[src/rtl/cmt_pkg.sv]
package cmt_pkg;

    localparam int AW = 3;

    typedef enum logic [AW-1:0] {
        A_CTRL = 3'd0,
        A_ACT  = 3'd1,
        A_CNT  = 3'd2,
        A_CMPA = 3'd3,
        A_CMPB = 3'd4,
        A_STAT = 3'd5
    } reg_addr_e;

    typedef enum logic [1:0] {
        SRC_STOP   = 2'd0,
        SRC_DIV_LO = 2'd1,
        SRC_DIV_HI = 2'd2,
        SRC_EXT    = 2'd3
    } src_sel_e;

    typedef enum logic [1:0] {
        CLR_NONE = 2'd0,
        CLR_ON_A = 2'd1,
        CLR_ON_B = 2'd2,
        CLR_RSVD = 2'd3
    } clr_sel_e;

    // numeric order equals priority: higher code wins
    typedef enum logic [1:0] {
        ACT_KEEP = 2'd0,
        ACT_LOW  = 2'd1,
        ACT_HIGH = 2'd2,
        ACT_TOG  = 2'd3
    } act_e;

endpackage

[src/rtl/cmt_clk_src.sv]
module cmt_clk_src
    import cmt_pkg::*;
#(
    parameter int DIV_LO_LOG2 = 3,
    parameter int DIV_HI_LOG2 = 6,
    parameter int SYNC_STAGES = 2
) (
    input  logic     clk_i,
    input  logic     rst_ni,
    input  src_sel_e sel_i,
    input  logic     ext_clk_i,
    output logic     tick_o
);
    localparam int PW = DIV_HI_LOG2;

    typedef struct packed {
        logic [PW-1:0]          presc;
        logic [SYNC_STAGES-1:0] sync;
        logic                   prev;
    } src_state_t;

    src_state_t s_q, s_d;
    logic       level;

    always_comb begin
        unique case (sel_i)
            SRC_STOP:   level = 1'b0;
            SRC_DIV_LO: level = s_q.presc[DIV_LO_LOG2-1];
            SRC_DIV_HI: level = s_q.presc[PW-1];
            default:    level = s_q.sync[SYNC_STAGES-1];
        endcase
        s_d.presc = s_q.presc + 1'b1;
        s_d.sync  = {s_q.sync[SYNC_STAGES-2:0], ext_clk_i};
        // history of the selected level, not of one source: a switch
        // from a high source to a low one is seen as a falling edge
        s_d.prev  = level;
        tick_o    = s_q.prev & ~level;
    end

    always_ff @(posedge clk_i or negedge rst_ni) begin
        if (!rst_ni) s_q <= '0;
        else         s_q <= s_d;
    end

endmodule

[src/rtl/cmt_out_ctl.sv]
module cmt_out_ctl
    import cmt_pkg::*;
(
    input  logic hit_a_i,
    input  logic hit_b_i,
    input  act_e act_a_i,
    input  act_e act_b_i,
    input  logic wave_i,
    output logic wave_d_o
);
    act_e eff_a, eff_b, win;

    always_comb begin
        eff_a = hit_a_i ? act_a_i : ACT_KEEP;
        eff_b = hit_b_i ? act_b_i : ACT_KEEP;
        win   = (eff_a > eff_b) ? eff_a : eff_b;
        unique case (win)
            ACT_KEEP: wave_d_o = wave_i;
            ACT_LOW:  wave_d_o = 1'b0;
            ACT_HIGH: wave_d_o = 1'b1;
            default:  wave_d_o = ~wave_i;
        endcase
    end

endmodule

[src/rtl/cmp_timer.sv]
module cmp_timer
    import cmt_pkg::*;
#(
    parameter int CW          = 8,
    parameter int DIV_LO_LOG2 = 3,
    parameter int DIV_HI_LOG2 = 6,
    parameter int SYNC_STAGES = 2
) (
    input  logic          clk_i,
    input  logic          rst_ni,
    input  logic          ext_clk_i,
    input  logic          wr_en_i,
    input  logic [AW-1:0] wr_addr_i,
    input  logic [CW-1:0] wr_data_i,
    input  logic [AW-1:0] rd_addr_i,
    output logic [CW-1:0] rd_data_o,
    output logic          wave_o
);
    localparam logic [CW-1:0] CNT_MAX = '1;

    typedef struct packed {
        src_sel_e      src;
        clr_sel_e      clr;
        act_e          act_a;
        act_e          act_b;
        logic [CW-1:0] cnt;
        logic [CW-1:0] cmp_a;
        logic [CW-1:0] cmp_b;
        logic          flag_a;
        logic          flag_b;
        logic          flag_ovf;
        logic          wave;
    } tmr_state_t;

    tmr_state_t st_q, st_d;
    logic tick, hit_a, hit_b, clr_evt, wave_nxt;
    logic wr_ctrl, wr_act, wr_cnt, wr_cmpa, wr_cmpb, wr_stat;

    cmt_clk_src #(
        .DIV_LO_LOG2(DIV_LO_LOG2),
        .DIV_HI_LOG2(DIV_HI_LOG2),
        .SYNC_STAGES(SYNC_STAGES)
    ) u_src (
        .clk_i     (clk_i),
        .rst_ni    (rst_ni),
        .sel_i     (st_q.src),
        .ext_clk_i (ext_clk_i),
        .tick_o    (tick)
    );

    cmt_out_ctl u_out (
        .hit_a_i  (hit_a),
        .hit_b_i  (hit_b),
        .act_a_i  (st_q.act_a),
        .act_b_i  (st_q.act_b),
        .wave_i   (st_q.wave),
        .wave_d_o (wave_nxt)
    );

    always_comb begin
        wr_ctrl = wr_en_i && (wr_addr_i == A_CTRL);
        wr_act  = wr_en_i && (wr_addr_i == A_ACT);
        wr_cnt  = wr_en_i && (wr_addr_i == A_CNT);
        wr_cmpa = wr_en_i && (wr_addr_i == A_CMPA);
        wr_cmpb = wr_en_i && (wr_addr_i == A_CMPB);
        wr_stat = wr_en_i && (wr_addr_i == A_STAT);

        // a compare register write masks its own channel for this cycle
        hit_a   = tick && (st_q.cnt == st_q.cmp_a) && !wr_cmpa;
        hit_b   = tick && (st_q.cnt == st_q.cmp_b) && !wr_cmpb;
        clr_evt = ((st_q.clr == CLR_ON_A) && hit_a) ||
                  ((st_q.clr == CLR_ON_B) && hit_b);

        st_d = st_q;
        if (wr_ctrl) begin
            st_d.src = src_sel_e'(wr_data_i[1:0]);
            st_d.clr = clr_sel_e'(wr_data_i[3:2]);
        end
        if (wr_act) begin
            st_d.act_a = act_e'(wr_data_i[1:0]);
            st_d.act_b = act_e'(wr_data_i[3:2]);
        end
        if (wr_cmpa) st_d.cmp_a = wr_data_i;
        if (wr_cmpb) st_d.cmp_b = wr_data_i;

        // clearing writes first, hardware set events override them
        if (wr_stat) begin
            if (!wr_data_i[0]) st_d.flag_a   = 1'b0;
            if (!wr_data_i[1]) st_d.flag_b   = 1'b0;
            if (!wr_data_i[2]) st_d.flag_ovf = 1'b0;
        end
        if (hit_a) st_d.flag_a = 1'b1;
        if (hit_b) st_d.flag_b = 1'b1;

        // counter: clear > write > increment
        if (clr_evt) begin
            st_d.cnt = '0;
        end else if (wr_cnt) begin
            st_d.cnt = wr_data_i;
        end else if (tick) begin
            st_d.cnt = st_q.cnt + 1'b1;
            if (st_q.cnt == CNT_MAX) st_d.flag_ovf = 1'b1;
        end

        st_d.wave = wave_nxt;
    end

    always_ff @(posedge clk_i or negedge rst_ni) begin
        if (!rst_ni) st_q <= '0;
        else         st_q <= st_d;
    end

    always_comb begin
        rd_data_o = '0;
        unique case (rd_addr_i)
            A_CTRL: rd_data_o[3:0] = {st_q.clr, st_q.src};
            A_ACT:  rd_data_o[3:0] = {st_q.act_b, st_q.act_a};
            A_CNT:  rd_data_o      = st_q.cnt;
            A_CMPA: rd_data_o      = st_q.cmp_a;
            A_CMPB: rd_data_o      = st_q.cmp_b;
            A_STAT: rd_data_o[2:0] = {st_q.flag_ovf, st_q.flag_b, st_q.flag_a};
            default: rd_data_o     = '0;
        endcase
    end

    assign wave_o = st_q.wave;

endmodule

[config.mk]
export PLATFORM = sky130hd
export DESIGN_NAME = cmp_timer
export DESIGN_NICKNAME = d
export VERILOG_FILES = /design/src/rtl/cmt_pkg.sv /design/src/rtl/cmt_clk_src.sv /design/src/rtl/cmt_out_ctl.sv /design/src/rtl/cmp_timer.sv
export SDC_FILE = /design/constraint.sdc
export NUM_CORES = 1
export LEC_CHECK = 0
export BUFFER_PORTS_ARGS = -buffer_cell sky130_fd_sc_hd__clkbuf_2
export CAP_MARGIN = 15
export CORE_MARGIN = 10
export CORE_UTILIZATION = 25
export CTS_BUF_LIST = sky130_fd_sc_hd__clkbuf_4
export DETAILED_ROUTE_END_ITERATION = 6
export PLACE_DENSITY = 0.44
export SETUP_SLACK_MARGIN = 0.2
export SLEW_MARGIN = 10
export SYNTH_ARGS = -nofsm -noshare
export SYNTH_HDL_FRONTEND = slang
export SYNTH_HIERARCHICAL = 1
export SYNTH_SLANG_ARGS = --single-unit
[constraint.sdc]
create_clock -name clk_i -period 4.95 [get_ports clk_i]
set_clock_uncertainty 0.15 [all_clocks]
set_input_delay 0.99 -clock clk_i [delete_from_list [all_inputs] [get_ports clk_i]]
set_output_delay 0.99 -clock clk_i [all_outputs]
set_load 0.005 [all_outputs]
==> flow_summary.json, run 1 <==
{
  "outcome": "complete, no violations",
  "netlist_top_cells_area": "dfrtp_1, mux2_2, xnor2_1",
  "yosys.area_share.simple_pct": 19.98,
  "synthAdderAreaFrac_pct": 2.356,
  "max_stage_delay_ns": 0.48,
  "timing.rr.end": "wave_o$_DFF_PN0_",
  "ir_drop_mv": 0.1286,
  "cpMostUsedCell": "clkbuf_2",
  "first_global_vias": 2034,
  "cts_resized": 0,
  "yosysTopAreaCellShare_pct": 42.41,
  "fin_area_sq_um": 2999,
  "arrival_ns": 2.17,
  "root_buffer": "clkbuf_4",
  "hold_class": "flop to flop",
  "max-slew-margin-rel_pct": 40.58,
  "syn-num-nets": 280,
  "sw_frac_of_total_pct": 34.25,
  "totalWireLength_um": 6979,
  "synth_most_common_cell": "dfrtp_1",
  "period_share_pct": 66.94,
  "nets": 298,
  "min_to": "u_src/s_q[2]$_DFF_PN0_",
  "routed-via-count": 1970,
  "synth_compound_area_share_pct": 10.84,
  "routedWlPerCell_um": 16.90,
  "clk_pin_slew_ns": 0.13,
  "fin_tns_setup_ns": 0,
  "drtAntennaViolNets": 0,
  "grt.overflow.total": 0,
  "dpl-instance-area_sq_um": 2888,
  "cap_violations": 0,
  "path_delay_family": "simple AND/OR/NAND/NOR gates",
  "endpoint_kind": "primary output",
  "total_power_mw": 1.208,
  "fin_ws_ns": 1.636,
  "power_density_nw_per_um2": 402.7,
  "critical_path_required_ns": 3.81,
  "synth-xor-area-share_pct": 6.598,
  "crit_slowest_cell": "nor3b_1",
  "combPwrFrac_pct": 29.7,
  "worst_pin_slew_ns": 0.8793,
  "drive_above_1_share_pct": 26.45,
  "synth.avg_cell_area_sq_um": 10.33,
  "rr_startpoint": "st_q[34]$_DFFE_PN0P_",
  "firstDrtPassIters": 4,
  "clk_latency_ns": 0.37,
  "clkSinkCount": 45,
  "clockBufferDepth": 2,
  "viasPerCell": 4.770,
  "startpoint_type": "input pin",
  "worstSetupPathType": "input pin to primary output",
  "ys_ff_latch": 45,
  "synth.largest_area_cell": "dfrtp_1",
  "r2r_cells": 10,
  "pre_cts_slack_ns": 1.638,
  "die-area_sq_um": 15140,
  "synthDistinctLibCells": 53,
  "dp_hpwl_um": 5061,
  "clock_power_share_pct": 23.7,
  "synth_cells": 257,
  "grt_max_degree": 46,
  "finalHoldViolations": 0,
  "die_y_um": 123.1,
  "cts_tree": "built",
  "worst-path-buf-inv": 2,
  "p_int_mw": 0.7941,
  "synth-edff-count": 0,
  "grt_use_total_pct": 9.695,
  "cp_cell_sequence": "clkbuf_2 > nor3b_1 > nand2_1 > o21ai_0 > clkbuf_2",
  "cts_buffers": 5,
  "io_buffers": 26,
  "regArea_sq_um": 1126,
  "core_sq_um": 10320,
  "synth_top_family_by_area": "simple AND/OR/NAND/NOR gates",
  "min_period_ns": 3.314,
  "yosys-top-cells-count": "dfrtp_1, nand2_1, mux2_2, xnor2_1",
  "syn_area_sq_um": 2655,
  "grt_pass1_wl_um": 11540,
  "min_from": "u_src/s_d[2]$_DFF_PN0_",
  "antenna_found_initial": 1,
  "area_delta_synth_final_pct": 12.96,
  "multi_input_area_sq_um": 1441,
  "cp_max_fo": 18,
  "die_w_um": 123.1,
  "switching_power_mw": 0.4136,
  "p_leak_nw": 1.272,
  "ios": 27,
  "drc": 0,
  "cts_setup_buffers": 0,
  "drt_iter0_drc": 172,
  "maxSlewViolCount": 0,
  "fmax_mhz": 301.8,
  "r2r_slack_ns": 1.78,
  "setup_viol": 0,
  "place_congestion": 0.7305,
  "yosys-mux-area-fraction_pct": 14.04,
  "core.rowCount": 37,
  "synthArstFlopShare_pct": 100.0,
  "hold_depth": 0,
  "synth-seq-area-share_pct": 42.41,
  "yosysWarnings": 6,
  "rsz0062_at_grt": "false",
  "num-fill-cells": 1101,
  "whs_ns": 0.2266,
  "htreeDepth": 2,
  "ys.flop_type": "dfrtp_1",
  "initial_core_util_pct": 25.72,
  "seqPwrFrac_pct": 46.6,
  "cts_hold_buf": 0
}
[layout by cell type, fill, tap and decap left out, types with 3 or more instances in the layout]
cell / n
dfrtp_1: 45
nand2_1: 26
clkbuf_2: 26
mux2_2: 25
xnor2_1: 16
nand3_1: 12
nor2_1: 12
o21ai_0: 11
mux2i_1: 8
a21oi_1: 6
nand2b_1: 5
and3_1: 5
ha_1: 5
clkbuf_4: 5
xor2_1: 4
a31oi_1: 4
a211o_1: 4
nor3b_1: 3
nor2b_1: 3
inv_1: 3
nand4_1: 3
nor3_1: 3
[metal layers]
metal  track usage (%)  vias up  wire, um
met5                 0        -         0
met1             13.75      972      3510
li1                  -      958         -
met4             3.057        0        78
met3             2.370        5       357
met2             14.12       35      3033
[power by group through the flow]
stage	logic, mW	clock network (mW)	registers, mW
after floorplan	0.332	0	0.500
after global placement	0.362	0	0.571
after detailed placement	0.362	0	0.570
after CTS	0.365	0.295	0.562
after global routing	0.413	0.312	0.580
final	0.359	0.286	0.562
[stage by stage]
stage               cells  utilization (%)
detailed placement    404            27.97
CTS                   412            28.97
global placement      404            27.97
floorplan             257                -
finish                413            29.05
global route          413            29.05
[registers in the layout, summed over array words and instances (netlist names)]
register,cells
st_q,35
u_src/s_d,1
u_src/s_q,8
wave_o,1
[layout make-up]
type / count / area share (%)
Antenna cell: 1 / 0.08344
Clock inverter: 3 / 2.169
Inverter: 3 / 0.3755
Multi-Input combinational cell: 192 / 48.06
Sequential cell: 45 / 37.55
Tap cell: 136 / 5.674
Timing Repair Buffer: 28 / 4.839
Clock buffer: 5 / 1.252
[kinds of logic after synthesis]
logic type	after synthesis
compound gates	41
fa+ha+maj	5
xor+xnor	20
mux	34
buf+inv	20
simple gates	92
flops	45
[worst max path at each step]
| stage | endpoint | start | cells after the start | slack [ns] |
|---|---|---|---|---|
| 4_1_cts | rd_data_o[6] | rd_addr_i[0] | 5 | 1.63 |
| 5_1_grt | rd_data_o[5] | rd_addr_i[0] | 5 | 1.47 |
| 3_5_place_dp | rd_data_o[6] | rd_addr_i[0] | 5 | 1.64 |
| 2_1_floorplan | rd_data_o[2] | rd_addr_i[0] | 5 | 1.85 |
| 3_3_place_gp | rd_data_o[1] | rd_addr_i[1] | 6 | 1.65 |
| 6_report | rd_data_o[6] | rd_addr_i[0] | 5 | 1.64 |
Power figures use the tool's default switching activity.
==> run 2, diff against run 1 <==
--- a/config.mk
+++ b/config.mk
@@ -11,7 +11,7 @@
 export CORE_UTILIZATION = 25
 export CTS_BUF_LIST = sky130_fd_sc_hd__clkbuf_4
 export DETAILED_ROUTE_END_ITERATION = 6
-export PLACE_DENSITY = 0.44
+export PLACE_DENSITY = 0.46
 export SETUP_SLACK_MARGIN = 0.2
 export SLEW_MARGIN = 10
 export SYNTH_ARGS = -nofsm -noshare
==> constraint.sdc (replaced) <==
create_clock -name clk_i -period 2.9 [get_ports clk_i]
set_clock_uncertainty 0.15 [all_clocks]
set_input_delay 0.58 -clock clk_i [delete_from_list [all_inputs] [get_ports clk_i]]
set_output_delay 0.58 -clock clk_i [all_outputs]
set_load 0.005 [all_outputs]
==> flow_summary.json, run 2 (synthesis gave the netlist of run 1 again) <==
{
  "outcome": "complete, no violations",
  "startpoint_type": "flop",
  "drt_iter0_drc": 105,
  "firstDrtPassIters": 5,
  "timing.rr.end": "st_q[22]$_DFFE_PN0P_",
  "clk_pin_slew_ns": 0.15,
  "drive_above_1_share_pct": 30.77,
  "routedWlPerCell_um": 17.51,
  "dp_hpwl_um": 5396,
  "cp_max_fo": 15,
  "drtAntennaViolNets": 0,
  "period_share_pct": 88.03,
  "grt_pass1_wl_um": 11810,
  "die_y_um": 123.1,
  "fin_tns_setup_ns": 0,
  "final_common_cell": "dfrtp_1",
  "power_density_nw_per_um2": 653.2,
  "ios": 27,
  "grt.overflow.total": 0,
  "rsz0062_at_grt": "true",
  "cts_buffers": 5,
  "area_delta_synth_final_pct": 16.40,
  "min_period_ns": 2.553,
  "setup_viol": 0,
  "core.rowCount": 37,
  "rr_startpoint": "st_q[34]$_DFFE_PN0P_",
  "largest_reg_flops": 35,
  "p_int_mw": 1.283,
  "multi_input_area_sq_um": 1476,
  "cp-startpoint": "st_q[34]$_DFFE_PN0P_",
  "cts_tree": "built",
  "grt_use_total_pct": 9.987,
  "viasPerCell": 4.841,
  "drc": 0,
  "die-area_sq_um": 15140,
  "htreeDepth": 2,
  "dpl-instance-area_sq_um": 2940,
  "cap_violations": 0,
  "finalHoldViolations": 0,
  "top_register": "st_q",
  "seqPwrFrac_pct": 47.2,
  "dp.cells": 411,
  "initial_core_util_pct": 25.72,
  "min_to": "u_src/s_d[2]$_DFF_PN0_",
  "clockBufferDepth": 2,
  "r2r_cells": 8,
  "p_leak_nw": 1.311,
  "clk_latency_ns": 0.37,
  "total_power_mw": 2.019,
  "totalWireLength_um": 7388,
  "routed-via-count": 2043,
  "place_congestion": 0.7966,
  "core_sq_um": 10320,
  "fmax_mhz": 391.7,
  "first_global_vias": 2089,
  "root_buffer": "clkbuf_4",
  "maxSlewViolCount": 0,
  "io_buffers": 26,
  "min_from": "ext_clk_i",
  "worst_pin_slew_ns": 0.5956,
  "nets": 308,
  "die_w_um": 123.1,
  "antenna_found_initial": 0,
  "grt_max_degree": 32,
  "max-slew-margin-rel_pct": 60.14,
  "fin_cells": 422,
  "combPwrFrac_pct": 32.4,
  "worstSetupPathType": "flop to flop",
  "clkSinkCount": 45,
  "hold_depth": 1,
  "ir_drop_mv": 0.2219,
  "endpoint_kind": "flop",
  "largestRegisters": "st_q: 35 flops, u_src/s_q: 8 flops",
  "switching_power_mw": 0.7352,
  "clock_power_share_pct": 20.4,
  "regArea_sq_um": 1126,
  "num-fill-cells": 1077,
  "r2r_slack_ns": 0.35,
  "critical_path_required_ns": 3.01,
  "layout_common_cells": "dfrtp_1, clkbuf_2, nand2_1, mux2_2, xnor2_1",
  "arrival_ns": 2.66,
  "antenna_cells": 0,
  "sw_frac_of_total_pct": 36.42,
  "fin_area_sq_um": 3090,
  "hold_class": "input pin to flop"
}
## run 2: power by group through the flow
stage	Combinational [mW]	Sequential, mW	Clock, mW
2_1_floorplan	0.566	0.853	0
3_3_place_gp	0.640	0.963	0
3_5_place_dp	0.647	0.966	0
4_1_cts	0.653	0.954	0.427
5_1_grt	0.730	0.983	0.459
6_report	0.654	0.953	0.411
## run 2: what timing repair did
action,4_1_cts,5_1_grt
gates resized for setup,0,8
buffers inserted,0,2
endpoints found under the hold margin,14,0
hold buffers,1,0
endpoints found under the setup margin,0,1
## run 2: layout make-up
| type | instances | share of cell area, % |
|---|---|---|
| Clock inverter | 3 | 1.498 |
| Inverter | 3 | 0.3644 |
| Timing Repair Buffer | 38 | 7.207 |
| Tap cell | 136 | 5.506 |
| Multi-Input combinational cell | 192 | 47.77 |
| Clock buffer | 5 | 1.215 |
| Sequential cell | 45 | 36.44 |
## run 2: worst max path at each step
stage	end	slack, ns	cells past startpoint
6_report	st_q[22]$_DFFE_PN0P_	0.35	8
5_1_grt	st_q[22]$_DFFE_PN0P_	0.20	8
4_1_cts	wave_o$_DFF_PN0_	0.27	10
3_5_place_dp	wave_o$_DFF_PN0_	0.30	10
3_3_place_gp	rd_data_o[7]	0.37	6
2_1_floorplan	wave_o$_DFF_PN0_	0.50	9
## run 2: critical path: stages, from the launching register on
cell,delay [ns]
dfrtp_1,0.44
mux2_1,0.32
nand2_1,0.09
and3_4,0.19
nand2_1,0.07
nor3_2,0.22
a32o_2,0.48
nor4_1,0.10
or3_1,0.37
## run 2: per-layer routing
metal  routed length (um)  vias to the layer above  share of wire (%)  global-route usage, %
met5                    0                        -                  0                      0
met4                   55                        0               0.74                  2.183
met3                  415                        7                5.6                  2.780
met2                 3199                       47                 43                  14.46
met1                 3717                     1010                 50                  14.39
li1                     -                      979                  -                      -
## run 2: per-stage QoR
stage               util (%)  hold slack (ns)  setup WS, ns
floorplan                  -           0.1344        0.4955
global placement       28.48           0.1901        0.3681
detailed placement     28.48           0.2003        0.2981
CTS                    29.39           0.1404        0.2727
global route           29.94           0.1213        0.1976
finish                 29.94           0.1535        0.3471
==> run 3, diff against run 2 <==
--- a/config.mk
+++ b/config.mk
@@ -11,7 +11,7 @@
 export CORE_UTILIZATION = 25
 export CTS_BUF_LIST = sky130_fd_sc_hd__clkbuf_4
 export DETAILED_ROUTE_END_ITERATION = 6
-export PLACE_DENSITY = 0.46
+export PLACE_DENSITY = 0.54
 export SETUP_SLACK_MARGIN = 0.2
 export SLEW_MARGIN = 10
 export SYNTH_ARGS = -nofsm -noshare
==> flow_summary.json, run 3 (synthesis gave the netlist of run 1 again) <==
{
  "viasPerCell": 4.766,
  "rsz0062_at_grt": "false",
  "grt.overflow.total": 0,
  "switching_power_mw": 0.7163,
  "cpMostUsedCell": "nand2_1",
  "clock_power_share_pct": 20.6,
  "top_register": "st_q",
  "nets": 305,
  "largestRegisters": "st_q: 35 flops, u_src/s_q: 8 flops",
  "crit_end": "wave_o$_DFF_PN0_",
  "maxSlewViolCount": 0,
  "timing.rr.end": "wave_o$_DFF_PN0_",
  "fmax_mhz": 395.6,
  "drtAntennaViolNets": 0,
  "cp-startpoint": "st_q[34]$_DFFE_PN0P_",
  "cp_cell_sequence": "mux2_1 > nand2_1 > and3_4 > nand2_1 > nor3_2 > and2_4 > nand2_1 > ha_4 > nand2b_4 > a21oi_1 > and3b_1",
  "initial_core_util_pct": 25.72,
  "cts_hold_buf": 0,
  "antenna_found_initial": 0,
  "die_y_um": 123.1,
  "use_met3_pct": 2.552,
  "area_delta_synth_final_pct": 15.08,
  "period_share_pct": 87.16,
  "cts_buffers": 5,
  "met1_usage_pct": 13.35,
  "firstDrtPassIters": 4,
  "clkSinkCount": 45,
  "drt_iter0_drc": 152,
  "root_buffer": "clkbuf_4",
  "grt_use_total_pct": 9.160,
  "core_sq_um": 10320,
  "ir_drop_mv": 0.2908,
  "grt_pass1_wl_um": 11070,
  "final_common_cell": "dfrtp_1",
  "largest_reg_flops": 35,
  "pre_cts_slack_ns": 0.3119,
  "endpoint_kind": "flop",
  "gr-max-usage-layer": "met1",
  "worstSetupPathType": "flop to flop",
  "clk_pin_slew_ns": 0.16,
  "fin_ws_ns": 0.3722,
  "routedWlPerCell_um": 16.39,
  "setup_viol": 0,
  "combPwrFrac_pct": 32.2,
  "fin_tns_setup_ns": 0,
  "layout_common_cells": "dfrtp_1, nand2_1, clkbuf_2",
  "grtUsageMet2_pct": 13.19,
  "power_density_nw_per_um2": 657.2,
  "arrival_ns": 2.65,
  "routed-via-count": 1997,
  "drive_above_1_share_pct": 29.33,
  "r2r_slack_ns": 0.37,
  "htreeDepth": 2,
  "sw_frac_of_total_pct": 35.67,
  "cap_violations": 0,
  "finalHoldViolations": 0,
  "rr_startpoint": "st_q[34]$_DFFE_PN0P_",
  "crit_slowest_cell": "dfrtp_1",
  "p_int_mw": 1.292,
  "place_congestion": 0.8316,
  "hold_class": "input pin to asynchronous set/reset pin",
  "antenna_cells": 0,
  "core.rowCount": 37,
  "cp_max_fo": 4,
  "first_global_vias": 1995,
  "worst_pin_slew_ns": 0.5988,
  "min_period_ns": 2.528,
  "seqPwrFrac_pct": 47.2,
  "num-fill-cells": 1097,
  "max-slew-margin-rel_pct": 59.93,
  "die_w_um": 123.1,
  "r2r_cells": 11,
  "die-area_sq_um": 15140,
  "cts_tree": "built",
  "dp_hpwl_um": 5123,
  "critical_path_required_ns": 3.02,
  "drc": 0,
  "max_stage_delay_ns": 0.43,
  "outcome": "complete, no violations",
  "p_leak_nw": 1.300,
  "ios": 27,
  "clk_latency_ns": 0.38,
  "io_buffers": 26,
  "startpoint_type": "flop",
  "grt_max_degree": 46,
  "clockBufferDepth": 2,
  "totalWireLength_um": 6866
}
[run 3: cell count changes in the layout (fill, tap and decap cells not counted)]
cell           previous run  this run
o21bai_2                  1         0
nand2_1                  25        26
o21bai_1                  0         1
dlygate4sd3_1             1         0
a21oi_1                   5         6
clkbuf_4                  5         6
nand2_2                   2         1
a21oi_2                   3         2
clkinvlp_4                1         0
buf_4                    11         9
[run 3: worst max-delay path: cells and delay by family, from the launching register on]
| kind | cells | cell delay [ns] |
|---|---|---|
| adders and majority gates | 1 | 0.23 |
| AOI/OAI and AO/OA | 1 | 0.12 |
| and+or+nand+nor | 8 | 1.17 |
| DFF | 1 | 0.43 |
| muxes | 1 | 0.32 |
[run 3: layout make-up]
type | instances | area (sq um) | share of cell area [%]
multi-input cells | 192 | 1466 | 47.99
flip-flops and latches | 45 | 1126 | 36.86
repair buffers | 35 | 197.7 | 6.470
well taps | 136 | 170.2 | 5.569
clock buffers | 6 | 45.04 | 1.474
clock inverters | 2 | 38.79 | 1.269
inverters | 3 | 11.26 | 0.3686
[run 3: stage by stage]
step	instances	hold WS, ns	power (mW)	util (%)	cell area [sq um]
floorplan	257	0.1344	1.419	-	2655
global placement	410	0.1874	1.595	28.41	2933
detailed placement	410	0.2082	1.603	28.41	2933
CTS	418	0.1341	2.018	29.22	3017
global route	419	0.1417	2.148	29.60	3055
finish	419	0.1234	2.008	29.60	3055
[run 3: how the worst min path moves through the flow]
stage	startpoint	endpoint	slack [ns]	depth (start not counted)
finish	rst_ni	st_q[18]$_DFFE_PN0P_	0.12	2
global route	ext_clk_i	u_src/s_d[2]$_DFF_PN0_	0.14	1
CTS	rst_ni	st_q[23]$_DFFE_PN0P_	0.13	2
detailed placement	u_src/s_d[2]$_DFF_PN0_	u_src/s_q[2]$_DFF_PN0_	0.21	0
global placement	u_src/s_d[2]$_DFF_PN0_	u_src/s_q[2]$_DFF_PN0_	0.19	0
floorplan	rst_ni	st_q[10]$_DFFE_PN0P_	0.13	0
[run 3: repair_timing]
action | CTS | global route
setup endpoints to repair | 0 | 1
buffers inserted | 0 | 1
resized for setup | 0 | 5
[run 3: power by group through the flow]
stage | combinational, mW | clock [mW] | sequential (mW)
floorplan | 0.566 | 0 | 0.853
global placement | 0.635 | 0 | 0.960
detailed placement | 0.641 | 0 | 0.962
CTS | 0.645 | 0.423 | 0.950
global route | 0.721 | 0.450 | 0.977
finish | 0.646 | 0.413 | 0.949
[run 3: metal layers]
| metal | part of all wire, % | vias up |
|---|---|---|
| met5 | 0 | - |
| met4 | 0.52 | 0 |
| met3 | 5.8 | 6 |
| met2 | 43 | 45 |
| met1 | 51 | 977 |
| li1 | - | 969 |
